--- src/rtl/err_trap_seq.sv ---
module err_trap_seq #(
  parameter int MAXTL = 5,
  parameter int PSW   = 16,
  parameter int AW    = 64,
  parameter int TTW   = 9
) (
  input  logic                     clk,
  input  logic                     rst_n,
  input  logic                     trap_req,
  input  logic [$clog2(MAXTL+1)-1:0] cur_tl,
  input  logic                     red_mode,
  input  logic [AW-1:0]            tbase,
  input  logic [TTW-1:0]           ttype,
  input  logic [AW-1:0]            rvec,
  input  logic [PSW-1:0]           pst_in,
  input  logic                     pst_ue,
  input  logic [AW-1:0]            pc_in,
  input  logic                     pc_ue,
  input  logic [AW-1:0]            npc_in,
  input  logic                     npc_ue,
  input  logic [$clog2(MAXTL+1)-1:0] rd_lvl,
  output logic [1:0]               core_state,
  output logic [AW-1:0]            new_pc,
  output logic [AW-1:0]            new_npc,
  output logic [$clog2(MAXTL+1)-1:0] new_tl,
  output logic                     trap_done,
  output logic [PSW-1:0]           rd_pst,
  output logic                     rd_pst_ue,
  output logic [AW-1:0]            rd_pc,
  output logic                     rd_pc_ue,
  output logic [AW-1:0]            rd_npc,
  output logic                     rd_npc_ue
);
  localparam int TLW = $clog2(MAXTL+1);
  localparam int LOW = TTW + 6;
  localparam logic [1:0] ST_EXEC = 2'b00, ST_RED = 2'b01, ST_ERR = 2'b10;

  typedef enum logic [2:0] {P_IDLE, P_DEC, P_ADDR, P_COM, P_HALT} phase_t;
  phase_t phase;

  logic [TLW-1:0]    l_tl;
  logic              l_red;
  logic [AW-1:LOW]   l_tba;
  logic [TTW-1:0]    l_tt;
  logic [AW-1:0]     l_rvec, l_pc, l_npc, tgt;
  logic [PSW-1:0]    l_ps;
  logic              l_psue, l_pcue, l_npcue;

  logic [PSW-1:0]    stk_ps   [MAXTL];
  logic [AW-1:0]     stk_pc   [MAXTL];
  logic [AW-1:0]     stk_npc  [MAXTL];
  logic [2:0]        stk_ue   [MAXTL];

  logic unused_tbase_low;
  assign unused_tbase_low = ^tbase[LOW-1:0];

  always_ff @(posedge clk) begin
    if (!rst_n) begin
      phase <= P_IDLE;
      core_state <= ST_EXEC;
      trap_done <= 1'b0;
      new_pc <= '0;
      new_npc <= '0;
      new_tl <= '0;
      tgt <= '0;
      l_tl <= '0; l_red <= 1'b0; l_tba <= '0; l_tt <= '0; l_rvec <= '0;
      l_ps <= '0; l_psue <= 1'b0; l_pc <= '0; l_pcue <= 1'b0;
      l_npc <= '0; l_npcue <= 1'b0;
      for (int i = 0; i < MAXTL; i++) begin
        stk_ps[i] <= '0; stk_pc[i] <= '0; stk_npc[i] <= '0; stk_ue[i] <= '0;
      end
    end else begin
      trap_done <= 1'b0;
      case (phase)
        P_IDLE: if (trap_req) begin
          l_tl <= cur_tl; l_red <= red_mode; l_tba <= tbase[AW-1:LOW];
          l_tt <= ttype; l_rvec <= rvec;
          l_ps <= pst_in; l_psue <= pst_ue;
          l_pc <= pc_in;  l_pcue <= pc_ue;
          l_npc <= npc_in; l_npcue <= npc_ue;
          phase <= P_DEC;
        end
        P_DEC: begin
          if (l_tl >= TLW'(MAXTL)) begin
            core_state <= ST_ERR;
            phase <= P_HALT;
          end else begin
            if (l_red || l_tl == TLW'(MAXTL-1)) core_state <= ST_RED;
            else                                core_state <= ST_EXEC;
            phase <= P_ADDR;
          end
        end
        P_ADDR: begin
          if (core_state == ST_RED) tgt <= l_rvec + AW'(12'hA0);
          else                      tgt <= {l_tba, (l_tl != '0), l_tt, 5'b0};
          phase <= P_COM;
        end
        P_COM: begin
          new_tl  <= l_tl + TLW'(1);
          new_pc  <= tgt;
          new_npc <= tgt + AW'(4);
          stk_ps[l_tl]  <= l_ps;
          stk_pc[l_tl]  <= l_pc;
          stk_npc[l_tl] <= l_npc;
          stk_ue[l_tl]  <= {l_psue, l_pcue, l_npcue};
          trap_done <= 1'b1;
          phase <= P_IDLE;
        end
        default: phase <= P_HALT;
      endcase
    end
  end

  logic           rd_ok;
  logic [TLW-1:0] rd_idx;
  assign rd_ok  = (rd_lvl != '0) && (rd_lvl <= TLW'(MAXTL));
  assign rd_idx = rd_ok ? rd_lvl - TLW'(1) : '0;
  assign rd_pst    = rd_ok ? stk_ps[rd_idx]     : '0;
  assign rd_pc     = rd_ok ? stk_pc[rd_idx]     : '0;
  assign rd_npc    = rd_ok ? stk_npc[rd_idx]    : '0;
  assign rd_pst_ue = rd_ok ? stk_ue[rd_idx][2]  : 1'b0;
  assign rd_pc_ue  = rd_ok ? stk_ue[rd_idx][1]  : 1'b0;
  assign rd_npc_ue = rd_ok ? stk_ue[rd_idx][0]  : 1'b0;

  assert_err_at_max_R1: assert property (@(posedge clk) disable iff (!rst_n)
    (phase == P_DEC && l_tl >= TLW'(MAXTL)) |=> (core_state == ST_ERR && phase == P_HALT));
  assert_halt_sticky_R1: assert property (@(posedge clk) disable iff (!rst_n)
    (phase == P_HALT) |=> (phase == P_HALT && !trap_done && $stable(new_tl) && $stable(new_pc)));
  assert_red_escalate_R2: assert property (@(posedge clk) disable iff (!rst_n)
    (phase == P_DEC && !l_red && l_tl == TLW'(MAXTL-1)) |=> core_state == ST_RED);
  assert_red_vector_R5: assert property (@(posedge clk) disable iff (!rst_n)
    (trap_done && core_state == ST_RED) |-> new_pc == l_rvec + AW'(12'hA0));
  assert_tl_inc_R6: assert property (@(posedge clk) disable iff (!rst_n)
    trap_done |-> new_tl == l_tl + TLW'(1));
  assert_done_pulse_R9: assert property (@(posedge clk) disable iff (!rst_n)
    trap_done |=> !trap_done);
  assert_busy_hold_R9: assert property (@(posedge clk) disable iff (!rst_n)
    (phase == P_DEC || phase == P_ADDR || phase == P_COM) |=> ($stable(l_tl) && $stable(l_pc) && $stable(l_red)));
endmodule

--- config.mk ---
export PLATFORM = sky130hd
export DESIGN_NAME = err_trap_seq
export DESIGN_NICKNAME = d
export VERILOG_FILES = /design/src/rtl/err_trap_seq.sv
export SDC_FILE = /design/constraint.sdc
export NUM_CORES = 2
export LEC_CHECK = 0
export CAP_MARGIN = 20
export CORE_ASPECT_RATIO = 0.9
export CORE_MARGIN = 2
export CORE_UTILIZATION = 60
export CTS_BUF_LIST = sky130_fd_sc_hd__clkbuf_8 sky130_fd_sc_hd__clkbuf_16
export CTS_CLUSTER_SIZE = 20
export DETAILED_ROUTE_END_ITERATION = 10
export DONT_BUFFER_PORTS = 1
export GPL_ROUTABILITY_DRIVEN = 1
export MAX_ROUTING_LAYER = met4
export PLACE_DENSITY = 0.76
export SETUP_SLACK_MARGIN = 0.5
export SYNTH_ARGS = -nofsm -noshare
export SYNTH_HDL_FRONTEND = slang
export SYNTH_SLANG_ARGS = --single-unit
--- constraint.sdc ---
create_clock -name clk -period 12.9 [get_ports clk]
set_input_delay 0.645 -clock clk [delete_from_list [all_inputs] [get_ports clk]]
set_output_delay 0.645 -clock clk [all_outputs]
set_load 0.01 [all_outputs]
Word level (Yosys, flattened, before mapping)
Memories as Yosys holds them, arrays and structs flattened.
Cells that the tools add are included.
Cells by class
  equality and inequality tests: 6
  $add $sub $neg: 4
  magnitude comparators: 2
  multiplexer cells: 29
  reductions and logical operators: 10
Operators with widths (number)
  $mux 64: 5
  $reduce_or 64->1: 2
  $add 64x3->64 const B: 1
  $add 64x8->64 const B: 1
  $mux 16: 2
  $mux 3: 8
  $reduce_or 16->1: 1
  $mux 1: 12
  $pmux 3 s4: 1
  $eq 3x2->1 const B: 2
  $reduce_bool 3->1: 2
  $add 3x1->3 const B: 1
  $eq 3x1->1 const B: 1
  $eq 3x3->1 const B: 1
  $ge 3x3->1 const B: 1
  $le 3x3->1 const B: 1
  $logic_not 3->1: 1
  $reduce_or 3->1: 1
  $sub 3x1->3 const B: 1
  $eq 2x1->1 const B: 1
  $mux 2: 1
  $ne 2x2->1 const B: 1
  $reduce_and 2->1: 1
  $logic_and 1x1->1: 1
  $logic_or 1x1->1: 1
Word-level totals
  bits of input ports: 294
  output and inout port bits: 281
  word-level logic and storage cells: 73
  bits in registers: 474
  memories: 4
  RAM bits: 735
Memory list
  stk_npc: depth 5, bits a word 64, read ports 1, clocked after memory_dff 0, write ports 5, line 51  | logic [AW-1:0] stk_npc [MAXTL];
  stk_pc: depth 5, bits a word 64, read ports 1, clocked after memory_dff 0, write ports 5, line 50  | logic [AW-1:0] stk_pc [MAXTL];
  stk_ps: depth 5, bits a word 16, read ports 1, clocked after memory_dff 0, write ports 5, line 49  | logic [PSW-1:0] stk_ps [MAXTL];
  stk_ue: depth 5, bits a word 3, read ports 1, clocked after memory_dff 0, write ports 5, line 52  | logic [2:0] stk_ue [MAXTL];

Depth between registers and ports, before layout
  depth in word-level cells: 6
  depth in mapped cells: 12
  gate-level depth less buffers: 9

Worst setup path before layout
OpenSTA, ideal clock, no wires.
  kind: input to register
  from: in rst_n
  to: mem stk_npc[7][0], enable pin
  path buffers: 1
  required time: 12067 ps
  cell stages on the path: 5
  arrival: 11130 ps
  setup time: 833 ps
  slack: 937 ps
  cells stage by stage: clkbuf_1 -> nand2_1 -> inv_1 -> nand2_1 -> nor3_1
RTL lines
  from (decl): line 8  | input logic rst_n,
  to (decl): line 51

Worst setup path after layout
  from: in rd_lvl[0]
  to: out rd_pc[3]
On the way
  cells in the longest elaborated chain, start to end: 5
  elaborated cells on any way between the ends: 7
  those cells by class: add/sub (1); order compare (1); mux (2); reduce/logical (2); memory (1)
RTL lines
  from (decl): line 21  | input logic [$clog2(MAXTL+1)-1:0] rd_lvl,
  $le 3x3->1 or $reduce_bool 3->1 (tied branches): line 116  | assign rd_ok = (rd_lvl != '0) && (rd_lvl <= TLW'(MAXTL));
  $logic_and 1x1->1: line 116
  $mux 3: line 117  | assign rd_idx = rd_ok ? rd_lvl - TLW'(1) : '0;
  $mem_v2 5x64
  $mux 64 *: line 119  | assign rd_pc = rd_ok ? stk_pc[rd_idx] : '0;
  to (decl): line 29  | output logic [AW-1:0] rd_pc,
Every way passes the cells marked *; elsewhere a longest branch is shown, timed or not.

==> metrics.md <==
| Metric | Value |
|---|---|
| Outcome | finished, final reports clean |
| Worst hold start | rvec[9] |
| CTS tree | built |
| Worst path arrival time | 4.71 ns |
| RSZ-0062 raised after global routing | false |
| Register area share after synthesis | 0.666 |
| Ys async rst share | 0 |
| Mapped Nets | 6250 |
| Post-Place Cell Area | 68100 um2 |
| # setup viols final | 0 |
| Synth Flop Type | edfxtp_1 |
| IO Count | 575 |
| Drt wl/cell | 25.2 um |
| Fin crit period | 5.36 ns |
| Logic pwr share | 0.082 |
| Final nets | 6241 |
| PD cells | 152 nW/um2 |
| Remaining global-route overflow | 0 |
| Post-Syn Area | 67200 um2 |
| Largest net degree at the start of global routing | 197 |
| YS warnings | 0 |
| Die width | 357 um |
| Most used cell, CP | ha_1 |
| Layout cells sized above 1 | 0.0570 |
| Share of power burned in registers | 0.518 |
| Clock transition at path regs | 0.06 ns |
| Gr usage total | 0.337 |
| Final Wtd Congestion | 0.930 |
| Drt pass-1 iters | 8 |
| Starting density of the core | 0.604 |
| Number of global-route vias before repair | 46.3k |
| Die height | 321 um |
| Worst setup path startpoint | rd_lvl[0] |
| Core area | 111000 um2 |
| Setup TNS | 0 ns |
| Via count | 48.0k |
| Max incr delay on CP | 0.64 ns |
| Final Instance Area | 75700 um2 |
| Leakage Power | 0.0260 uW |
| WP data required | 12.26 ns |
| Clock tree buffer depth | 3 |
| CTS Buf Count | 160 |
| Htree depth | 4 |
| Mapped Avg Cell Area | 11.3 um2 |
| Detail Route Antenna Nets | 0 |
| Hold violation count in the final report | 0 |
| Final Max Tran Viols | 0 |
| Drt total wl | 191000 um |
| Worst IR Drop VDD | 0.000136 V |
| CP Buf/Inv Count | 3 |
| Vias/cell | 6.34 |
| Slew of the pin with the lowest slew margin | 1.28 ns |
| Later-pin clock latency in the skew report | 0.81 ns |
| Sw power | 2810 uW |
| Die area | 115000 um2 |
| Cells after Synth | 5949 |
| Part of the cycle the worst path needs | 0.415 |
| HPWL Detailed | 97600 um |
| Setup Skew | 0.0377 ns |
| Initial antenna violation count | 27 |
| Fmax | 187 MHz |
| Root Buffer | clkbuf_16 |
| Critical path class | in -> out |
| First-pass GRT wire length | 283000 um |
| Port Buffers | 0 |
| Internal power | 8710 uW |
| Distinct cells, synth | 48 |
| Initial DRC Count | 5444 |
| HP Class | in -> reg |
| FF+latch count, synth | 1648 |
| MaxCap Viol Count | 0 |
| Area growth from synthesis to layout | 12.6% |
| Critical path's slowest cell | nand2b_4 |
| DRC | 0 |
| Delay-heaviest family, CP | compound AO/OA/AOI/OAI gates |
| R2r startpoint | phase[0]$_SDFFE_PN0P_ |
| Core Rows | 116 |
| Filler instances | 7751 |
| Critical path, cell by cell | inv_1 -> ha_1 -> ha_1 -> a21oi_1 -> nand2b_4 -> nor2_4 -> buf_4 -> buf_12 -> a221oi_1 -> o22ai_1 |
| Sw frac | 0.244 |
| Postcts setup bufs | 0 |
| Startpoint Class | input port |
| Clock network power share | 0.400 |
| EDFF count, synth | 1176 |
| CP endpoint kind | primary output |
| Crit Path Max Fanout | 148 |
| Clock Sinks | 1648 |
| Max_slew headroom | 0.148 |
final timing paths:
kind	end	slack (ns)	cells past startpoint
worst max register to register	l_tl[0]$_SDFFE_PN0P_	9.25	6
worst min register to register	l_tba[27]$_SDFFE_PN0P_	0.45	2
worst min-delay path	l_rvec[9]$_SDFFE_PN0P_	0.04	2
worst max-delay path	rd_pc[3]	7.54	10
stage by stage:
| step | hold slack (ns) | utilization | worst slack (ns) | total power, uW | cells |
|---|---|---|---|---|---|
| finish | 0.0368 | 0.680 | 7.54 | 11500 | 7579 |
| global route | -0.000263 | 0.680 | 7.40 | 11900 | 7574 |
| CTS | 0.000543 | 0.680 | 7.65 | 11500 | 7548 |
| detailed placement | 0.443 | 0.613 | 7.65 | 6950 | 7029 |
| global placement | 0.439 | 0.612 | 7.68 | 6920 | 7028 |
| floorplan | 0.432 | - | 0.937 | 6630 | 5949 |
area by class of cell:
type                       instances  area (um2)  share of cell area
antenna                           31        77.6             0.00103
inverter                          17        71.3            0.000943
tap                             1475        1850              0.0244
clock buffer                     189        4460              0.0589
multi-input combinational       3822       20800               0.274
sequential                      1648       44800               0.592
clock inverter                   106         756             0.00999
timing repair buffer             291        2930              0.0387
what timing repair did:
item,CTS,global route
endpoints found under the hold margin,269,0
gates resized for setup,0,0
hold buffers,224,0
routing by layer:
layer  global-route usage  wire length (um)  vias up
met4                0.145              8180        0
li1                     -                 -    21300
met2                0.522             90700     2683
met1                0.431             73100    23500
met3               0.0719             19300      491
met5                    -                 0        -
cell families after synthesis:
logic type / after synthesis / synth area share
muxes: 5 / 0.000745
xor gates and xnor gates: 114 / 0.0149
buffers and inverters: 479 / 0.0272
and+or+nand+nor: 2392 / 0.171
AOI/OAI and AO/OA: 1304 / 0.119
DFF: 1648 / 0.666
adders and majority gates: 7 / 0.00130
cell usage in the layout, fill, tap and decap left out, drive strengths merged, types with 61 or more instances in the layout:
master	n
o22ai	183
nand2	1332
edfxtp	1176
inv	75
dfxtp	472
nor2	75
clkbuf	189
a221oi	294
buf	68
a21oi	726
xnor2	61
and2	743
nand3	61
dlygate4sd3	223
sequential cells by signal, indices dropped and copies added (netlist names), 16 cells and up:
| register | cells |
|---|---|
| l_ps | 16 |
| new_npc | 62 |
| new_pc | 64 |
| stk_ps | 128 |
| l_rvec | 64 |
| stk_npc | 512 |
| stk_pc | 512 |
| tgt | 64 |
| l_npc | 64 |
| l_tba | 49 |
| stk_ue | 24 |
| l_pc | 64 |
Yosys cell counts (7+ instances only):
cell type,number,area share
nor3_1,29,0.0022
ha_1,7,0.0013
nor2_1,75,0.0042
dfxtp_1,472,0.14
nand2_1,1332,0.074
a221oi_1,294,0.038
nand2b_1,9,0.00084
inv_1,16,0.00089
a211oi_1,22,0.0025
nor4_1,11,0.0010
o21ai_0,59,0.0044
nand3_1,61,0.0045
xor2_1,53,0.0069
nor4_2,7,0.0013
and4_1,18,0.0023
xnor2_1,61,0.0080
buf_1,19,0.0011
nand4_1,37,0.0034
edfxtp_1,1176,0.53
a21oi_1,726,0.054
clkbuf_1,434,0.024
and2_1,742,0.069
and3_1,49,0.0046
o22ai_1,183,0.017
power groups by stage:
stage / Sequential (uW) / Clock (uW) / Combinational (uW)
2_1_floorplan: 6040 / 0 / 595
3_3_place_gp: 6060 / 0 / 855
3_5_place_dp: 6080 / 0 / 870
4_1_cts: 5960 / 4630 / 937
5_1_grt: 5990 / 4860 / 1010
6_report: 5970 / 4610 / 949
Note: power is estimated with default switching activity, not from simulation.
